==> config.mk <==
export PLATFORM = sky130hd
export DESIGN_NAME = txcal_seq
export DESIGN_NICKNAME = d
export VERILOG_FILES = /design/src/rtl/txcal_pkg.sv /design/src/rtl/txcal_code_sat.sv /design/src/rtl/txcal_step_decode.sv /design/src/rtl/txcal_work_regs.sv /design/src/rtl/txcal_seq.sv
export SDC_FILE = /design/constraint.sdc
export NUM_CORES = 1
export LEC_CHECK = 0
export BUFFER_PORTS_ARGS = -buffer_cell sky130_fd_sc_hd__buf_4
export CAP_MARGIN = 10
export CORE_MARGIN = 1.5
export CORE_UTILIZATION = 30
export CTS_CLUSTER_SIZE = 14
export DETAILED_ROUTE_END_ITERATION = 16
export PLACE_DENSITY = 0.52
export SLEW_MARGIN = 20
export SYNTH_ARGS = -nofsm -noshare
export SYNTH_HDL_FRONTEND = slang
export SYNTH_HIERARCHICAL = 1
export SYNTH_SLANG_ARGS = --single-unit
==> constraint.sdc <==
create_clock -name clk -period 5 [get_ports clk]
set_clock_uncertainty 0.1 [all_clocks]
set_input_delay 1 -clock clk [delete_from_list [all_inputs] [get_ports clk]]
set_output_delay 1 -clock clk [all_outputs]
set_load 0.02 [all_outputs]
==> src/rtl/txcal_pkg.sv <==
package txcal_pkg;

  localparam logic [15:0] TUNE_ADDR = 16'h0003;
  localparam logic [15:0] STAT_ADDR = 16'h0004;
  localparam logic [15:0] TXO_ADDR  = 16'h1001;

  localparam int TYPE_LSB     = 3;
  localparam logic [1:0] TYPE_VAL = 2'b10;
  localparam int MAN_BIT      = 1;
  localparam int SETV_BIT     = 2;
  localparam int VAL_LSB      = 5;
  localparam int VAL_W        = 9;
  localparam int TXOVR_BIT    = 7;
  localparam int TXRST_BIT    = 6;

  typedef enum logic [3:0] {
    ST_RD_TUNE   = 4'd0,
    ST_WR_TYPE   = 4'd1,
    ST_RD_STAT   = 4'd2,
    ST_RD_TXO    = 4'd3,
    ST_WR_TXOVR  = 4'd4,
    ST_WR_NOMAN  = 4'd5,
    ST_WR_VAL    = 4'd6,
    ST_WR_SET1   = 4'd7,
    ST_WR_SET0   = 4'd8,
    ST_WR_TXRST1 = 4'd9,
    ST_WR_TXRST0 = 4'd10
  } step_e;

  typedef enum logic [1:0] {
    SEL_TUNE = 2'd0,
    SEL_STAT = 2'd1,
    SEL_TXO  = 2'd2
  } sel_e;

  typedef enum logic {
    FSM_IDLE = 1'b0,
    FSM_RUN  = 1'b1
  } fsm_e;

endpackage

==> src/rtl/txcal_code_sat.sv <==
module txcal_code_sat
  import txcal_pkg::*;
#(
  parameter int STAT_W   = 10,
  parameter int OFFSET   = 8,
  parameter int CODE_MAX = 63,
  localparam int CODE_W  = $clog2(CODE_MAX + 1)
) (
  input  logic [STAT_W-1:0] raw,
  output logic [CODE_W-1:0] code
);
  localparam int SUM_W = STAT_W + 1;

  logic [SUM_W-1:0] sum;

  generate
    if (OFFSET == 0) begin : g_no_offset
      assign sum = {1'b0, raw};
    end else begin : g_offset
      assign sum = {1'b0, raw} + SUM_W'(OFFSET);
    end
  endgenerate

  always_comb begin
    if (sum > SUM_W'(CODE_MAX)) code = CODE_W'(CODE_MAX);
    else                        code = sum[CODE_W-1:0];
  end

endmodule

==> src/rtl/txcal_step_decode.sv <==
module txcal_step_decode
  import txcal_pkg::*;
#(
  parameter int ADDR_W = 16,
  parameter int DATA_W = 16,
  parameter int CODE_W = 6
) (
  input  step_e              step,
  input  logic [DATA_W-1:0]  tune_w,
  input  logic [DATA_W-1:0]  txo_w,
  input  logic [CODE_W-1:0]  code,
  output logic               wr,
  output sel_e               sel,
  output logic [ADDR_W-1:0]  addr,
  output logic [DATA_W-1:0]  wdata
);

  always_comb begin
    wr    = 1'b1;
    sel   = SEL_TUNE;
    wdata = tune_w;
    unique case (step)
      ST_RD_TUNE: begin
        wr = 1'b0;
      end
      ST_WR_TYPE: begin
        wdata[TYPE_LSB +: 2] = TYPE_VAL;
      end
      ST_RD_STAT: begin
        wr  = 1'b0;
        sel = SEL_STAT;
      end
      ST_RD_TXO: begin
        wr    = 1'b0;
        sel   = SEL_TXO;
        wdata = txo_w;
      end
      ST_WR_TXOVR: begin
        sel   = SEL_TXO;
        wdata = txo_w;
        wdata[TXOVR_BIT] = 1'b1;
      end
      ST_WR_NOMAN: begin
        wdata[MAN_BIT] = 1'b0;
      end
      ST_WR_VAL: begin
        wdata[VAL_LSB +: VAL_W] = VAL_W'(code);
      end
      ST_WR_SET1: begin
        wdata[SETV_BIT] = 1'b1;
      end
      ST_WR_SET0: begin
        wdata[SETV_BIT] = 1'b0;
      end
      ST_WR_TXRST1: begin
        sel   = SEL_TXO;
        wdata = txo_w;
        wdata[TXRST_BIT] = 1'b1;
      end
      ST_WR_TXRST0: begin
        sel   = SEL_TXO;
        wdata = txo_w;
        wdata[TXRST_BIT] = 1'b0;
      end
      default: begin
        wr = 1'b0;
      end
    endcase
  end

  always_comb begin
    unique case (sel)
      SEL_STAT: addr = ADDR_W'(STAT_ADDR);
      SEL_TXO:  addr = ADDR_W'(TXO_ADDR);
      default:  addr = ADDR_W'(TUNE_ADDR);
    endcase
  end

endmodule

==> src/rtl/txcal_work_regs.sv <==
module txcal_work_regs
  import txcal_pkg::*;
#(
  parameter int DATA_W = 16,
  parameter int CODE_W = 6
) (
  input  logic              clk,
  input  logic              rst_n,
  input  logic              upd_en,
  input  logic              wr,
  input  sel_e              sel,
  input  logic [DATA_W-1:0] wdata,
  input  logic [DATA_W-1:0] rdata,
  input  logic [CODE_W-1:0] new_code,
  output logic [DATA_W-1:0] tune_w,
  output logic [DATA_W-1:0] txo_w,
  output logic [CODE_W-1:0] code
);

  logic [DATA_W-1:0] tune_d, txo_d;
  logic [CODE_W-1:0] code_d;
  logic              tune_en, txo_en, code_en;

  always_comb begin
    tune_en = upd_en && (sel == SEL_TUNE);
    txo_en  = upd_en && (sel == SEL_TXO);
    code_en = upd_en && (sel == SEL_STAT) && !wr;
    tune_d  = wr ? wdata : rdata;
    txo_d   = wr ? wdata : rdata;
    code_d  = new_code;
  end

  always_ff @(posedge clk or negedge rst_n) begin
    if (!rst_n) begin
      tune_w <= '0;
      txo_w  <= '0;
      code   <= '0;
    end else begin
      if (tune_en) tune_w <= tune_d;
      if (txo_en)  txo_w  <= txo_d;
      if (code_en) code   <= code_d;
    end
  end

endmodule

==> src/rtl/txcal_seq.sv <==
module txcal_seq
  import txcal_pkg::*;
#(
  parameter int ADDR_W   = 16,
  parameter int DATA_W   = 16,
  parameter int STAT_W   = 10,
  parameter int OFFSET   = 8,
  parameter int CODE_MAX = 63
) (
  input  logic              clk,
  input  logic              rst_n,
  input  logic              start,
  output logic              busy,
  output logic              done,
  output logic              cmd_req,
  output logic              cmd_write,
  output logic [ADDR_W-1:0] cmd_addr,
  output logic [DATA_W-1:0] cmd_wdata,
  input  logic              cmd_ack,
  input  logic [DATA_W-1:0] cmd_rdata
);
  localparam int CODE_W = $clog2(CODE_MAX + 1);

  fsm_e  state_q, state_d;
  step_e step_q, step_d;
  logic  done_q, done_d;

  logic [DATA_W-1:0] tune_w, txo_w;
  logic [CODE_W-1:0] code, new_code;
  sel_e              sel;
  logic              upd_en;

  txcal_code_sat #(
    .STAT_W  (STAT_W),
    .OFFSET  (OFFSET),
    .CODE_MAX(CODE_MAX)
  ) sat_i (
    .raw (cmd_rdata[STAT_W-1:0]),
    .code(new_code)
  );

  txcal_step_decode #(
    .ADDR_W(ADDR_W),
    .DATA_W(DATA_W),
    .CODE_W(CODE_W)
  ) dec_i (
    .step  (step_q),
    .tune_w(tune_w),
    .txo_w (txo_w),
    .code  (code),
    .wr    (cmd_write),
    .sel   (sel),
    .addr  (cmd_addr),
    .wdata (cmd_wdata)
  );

  assign upd_en = (state_q == FSM_RUN) && cmd_ack;

  txcal_work_regs #(
    .DATA_W(DATA_W),
    .CODE_W(CODE_W)
  ) regs_i (
    .clk     (clk),
    .rst_n   (rst_n),
    .upd_en  (upd_en),
    .wr      (cmd_write),
    .sel     (sel),
    .wdata   (cmd_wdata),
    .rdata   (cmd_rdata),
    .new_code(new_code),
    .tune_w  (tune_w),
    .txo_w   (txo_w),
    .code    (code)
  );

  always_comb begin
    state_d = state_q;
    step_d  = step_q;
    done_d  = 1'b0;
    unique case (state_q)
      FSM_IDLE: begin
        if (start) begin
          state_d = FSM_RUN;
          step_d  = ST_RD_TUNE;
        end
      end
      FSM_RUN: begin
        if (cmd_ack) begin
          if (step_q == ST_WR_TXRST0) begin
            state_d = FSM_IDLE;
            done_d  = 1'b1;
          end else begin
            step_d = step_e'(step_q + 4'd1);
          end
        end
      end
      default: state_d = FSM_IDLE;
    endcase
  end

  always_ff @(posedge clk or negedge rst_n) begin
    if (!rst_n) begin
      state_q <= FSM_IDLE;
      step_q  <= ST_RD_TUNE;
      done_q  <= 1'b0;
    end else begin
      state_q <= state_d;
      step_q  <= step_d;
      done_q  <= done_d;
    end
  end

  assign busy    = (state_q == FSM_RUN);
  assign cmd_req = (state_q == FSM_RUN);
  assign done    = done_q;

endmodule

After elaboration in Yosys (flattened, before gate mapping)
Index checks and enable logic that the tools add are counted.

word-level totals
  bits in registers = 44
  bits of input ports = 20
  logic and storage cells = 57

cells by class
  $add $sub $neg = 2
  magnitude comparators = 1
  eq/ne operators = 15
  muxes and demuxes = 22
  bitwise logic cells = 1
  reductions and logical operators = 10

operator list
  cell                   count
  $pmux 9 s5             1
  $pmux 13 s2            1
  $eq 4x3->1 const B     4
  $mux 16                1
  $eq 4x4->1 const B     3
  $mux 4                 3
  $add 10x4->11 const B  1
  $gt 11x6->1 const B    1
  $eq 4x2->1 const B     2
  $mux 1                 8
  $pmux 2 s2             2
  $pmux 4 s2             1
  $reduce_or 8->1        1
  $mux 6                 1
  $ne 2x2->1 const B     3
  $logic_and 1x1->1      5
  $add 4x1->4 const B    1
  $eq 4x1->1 const B     1
  $pmux 1 s2             2
  $reduce_or 4->1        1
  $pmux 1 s3             1
  $reduce_and 3->1       1
  $eq 2x1->1 const B     1
  $eq 2x2->1 const B     1
  other kinds (4)        4

Depth between registers and ports, before layout
  depth after elaboration = 6
  depth in mapped cells = 10

Hierarchy
Netlist, hierarchy kept.

by module, submodules not included
  module             times used  cells each  area each (um2)  sequential area each (um2)
  txcal_work_regs    1           101         1757.9           950.9
  txcal_step_decode  1           101         749.5            0.0
  txcal_seq          1           31          322.8            150.1
  txcal_code_sat     1           17          131.4            0.0

Worst setup path before layout
OpenSTA, ideal clock, no wires.

  path kind = reg-to-output
  start = register step_q[3]
  end = output port cmd_addr[0]
  data arrival time = 1.793 ns
  required time = 3.900 ns
  slack = 2.107 ns
  stages on the path, launching flop included = 9
  cell sequence = dfrtp_1 buf_6 or3b_1 buf_2 o22ai_4 buf_6 inv_1 ha_1 inv_1

between the ends
  word-level cells in the longest chain between the ends = 5

RTL lines
  item                                      line                     RTL
  start: declaration                        txcal_seq.sv:25          step_e step_q, step_d;
  start signal: assignment                  txcal_seq.sv:108         step_q <= step_d;
  $eq 4x4->1 (tied with other cells)        txcal_step_decode.sv:22  unique case (step)
  $reduce_or 4->1 (no source line)          n/a
  $pmux 2 s2 *                              txcal_step_decode.sv:22
  $eq 2x2->1 or $eq 2x1->1 (tied branches)  txcal_step_decode.sv:72  unique case (sel)
  $pmux 13 s2 *                             txcal_step_decode.sv:72
  end: declaration                          txcal_seq.sv:17          output logic [ADDR_W-1:0] cmd_addr,

Mark *: on every way between the ends. The rest lies on a longest branch, timed or not.

Worst setup path after layout
  start = register step_q[1]
  end = output port cmd_wdata[0]

between the ends
  word-level cells in the longest chain between the ends = 3

RTL lines
  item                                line                     RTL
  $eq 4x4->1 (tied with other cells)  txcal_step_decode.sv:22
  $reduce_or 4->1 (no source line) *  n/a
  $mux 1 *                            txcal_step_decode.sv:22
  end: declaration                    txcal_seq.sv:18          output logic [DATA_W-1:0] cmd_wdata,

Marked as above.

==> impl_metrics.json <==
{
  "vdd_drop_max_v": 0.000315,
  "ant_nets": 0,
  "worstSetupEndpointType": "primary output",
  "dieArea_mm2": 0.0105,
  "relSlewSlack_pct": 29.9,
  "status": "complete, no violations",
  "hold_violations": 0,
  "cp_data_arrival_time_ps": 2750,
  "num_rows": 36,
  "final_cell_mix": "45 x buf_4, 44 x dfrtp_1, 34 x mux2_2, 23 x mux2_4, 12 x conb_1",
  "n_fill_cell": 998,
  "dp_cells": 410,
  "grt_overflow": 0,
  "power_mw": 2.75,
  "setup_viol": 0,
  "final_cell_area_mm2": 0.00338,
  "cts_root_buffer": "clkbuf_8",
  "track_usage_pct": 13.2,
  "syn_area_mm2": 0.00296,
  "fin_cells": 418,
  "drtIter0Drc": 102,
  "drc": 0,
  "synth_edf_count": 0,
  "period_needed_ps": 3850,
  "die_h_um": 102,
  "final_core_util_pct": 34.9,
  "yosys_warnings": 6,
  "fin_hold_ws_ps": 390,
  "ctsResizeCount": 0,
  "io_buffers": 43,
  "fin_ws_ps": 1150,
  "leakage_nw": 1.53,
  "layout.nets": 311,
  "placed_area_mm2": 0.00327,
  "hold_path.class": "reg2reg",
  "gp_congestion": 0.811,
  "dieWidth_um": 102,
  "grt_max_degree": 45,
  "clk_latency_ps": 300,
  "routed-via-count": 1987,
  "area_delta_synth_final_pct": 14.2,
  "rsz0062_at_grt": "no",
  "antenna_cells": 0,
  "antenna_found_initial": 0,
  "crit_type": "reg2out",
  "syn_avg_cell_area_um2": 11.8,
  "core-area_mm2": 0.00968,
  "p_per_area_mw_per_mm2": 812,
  "worst_slew_pin_slew_ps": 1050,
  "fin_crit_sh_pct": 77.0,
  "fmax_mhz": 260,
  "wire_per_inst_um": 15.8,
  "routed_wl_um": 6620,
  "clock-sinks": 44,
  "yosys_most_used_dff": "dfrtp_1",
  "maxCapViolations": 0,
  "start_kind": "flop",
  "drive_gt1_share_pct": 42.8,
  "maxSlewViolCount": 0,
  "cts_buffers": 5,
  "start_util_pct": 30.6,
  "vias_per_cell": 4.75,
  "crit_required_ps": 3900,
  "cts_hold_buf": 0,
  "final_common_cell": "buf_4",
  "cts.path.max_buffers": 2,
  "yosysSeqAreaShare_pct": 37.2,
  "drtPass1Iterations": 4,
  "path_max_fanout": 22,
  "grt_pass1_vias": 1961,
  "synthCells": 250,
  "ios": 56,
  "dp_slack_ps": 1460,
  "place_hpwl_um": 4630,
  "grt_pass1_wl_um": 10600,
  "async_flop_share_pct": 100,
  "fin_setup_tns_ps": 0,
  "clk_pin_slew_ps": 90,
  "ys_ff_latch": 44,
  "htree_levels": 2,
  "cts_tree": "yes",
  "cts_setup_buffers": 0,
  "synth.distinct_cells": 57
}
per-layer routing:
| layer | vias to the layer above | wire length (um) | GRT usage, % |
|---|---|---|---|
| met1 | 968 | 3380 | 19.1 |
| li1 | 957 | - | - |
| met5 | - | 0 | 0 |
| met2 | 57 | 2890 | 20.5 |
| met4 | 0 | 54 | 2.85 |
| met3 | 5 | 293 | 2.33 |
registers in the layout, indices dropped and copies added (netlist names):
signal	cells
busy	1
done	1
regs_i/code	6
regs_i/tune_w	16
regs_i/txo_w	16
step_q	4
where the power goes:
part / internal (mW) / switching, mW
sequential: 0.531 / 0.178
combinational: 0.904 / 0.853
clock: 0.151 / 0.130
logic make-up after synthesis:
kind of cell / after synthesis / synth area share [%]
other cells: 1 / 0.127
buf+inv: 40 / 9.63
fa+ha+maj: 7 / 2.96
flops: 44 / 37.2
xor+xnor: 3 / 0.887
mux: 61 / 26.4
compound gates: 45 / 12.0
simple gates: 49 / 10.8
synth_stat cells, drive strengths merged, types with 2 or more instances:
| master | count | area (um^2) |
|---|---|---|
| a21oi | 9 | 56.3 |
| a221o | 4 | 40.0 |
| a221oi | 2 | 17.5 |
| a22oi | 3 | 22.5 |
| a2bb2oi | 2 | 17.5 |
| a32o | 3 | 30.0 |
| a32oi | 2 | 17.5 |
| and2 | 5 | 33.8 |
| and4b | 2 | 20.0 |
| buf | 26 | 233 |
| clkbuf | 3 | 11.3 |
| dfrtp | 44 | 1100 |
| ha | 7 | 87.6 |
| inv | 11 | 41.3 |
| mux2 | 59 | 751 |
| mux2i | 2 | 32.5 |
| nand2 | 7 | 26.3 |
| nand2b | 4 | 25.0 |
| nand3 | 4 | 20.0 |
| nand4 | 3 | 18.8 |
| nor2 | 10 | 37.5 |
| nor3 | 2 | 10.0 |
| nor3b | 2 | 26.3 |
| o21ai | 7 | 35.0 |
| o22ai | 4 | 38.8 |
| xor2 | 2 | 17.5 |
path summary, 6_finish.rpt:
check,cells after the start,to,slack (ps),startpoint
worst min-delay path,1,regs_i/code[4]$_DFFE_PN0P_,390,regs_i/code[4]$_DFFE_PN0P_
worst max-delay path,5,cmd_wdata[0],1150,step_q[1]$_DFFE_PN0P_
worst min register to register,1,regs_i/code[4]$_DFFE_PN0P_,390,regs_i/code[4]$_DFFE_PN0P_
max in group asynchronous,1,regs_i/tune_w[12]$_DFFE_PN0P_,3790,rst_n
min in group asynchronous,1,regs_i/tune_w[13]$_DFFE_PN0P_,590,rst_n
worst max register to register,5,regs_i/tune_w[12]$_DFFE_PN0P_,1780,step_q[1]$_DFFE_PN0P_
final cells by class:
| cell class | instances | area, um^2 | share of cell area [%] |
|---|---|---|---|
| clock inverter | 3 | 46.3 | 1.37 |
| timing repair buffer | 45 | 338 | 9.99 |
| inverter | 11 | 41.3 | 1.22 |
| tap | 133 | 166 | 4.92 |
| multi-input combinational | 177 | 1620 | 47.9 |
| clock buffer | 5 | 68.8 | 2.03 |
| sequential | 44 | 1100 | 32.6 |
critical path, cell delays in order, from the launching register on:
cell	delay [ps]
dfrtp_1	840
xor2_1	430
mux2i_4	160
o22ai_4	450
mux2_2	410
buf_4	160
Note: power is estimated with default switching activity, not from simulation.
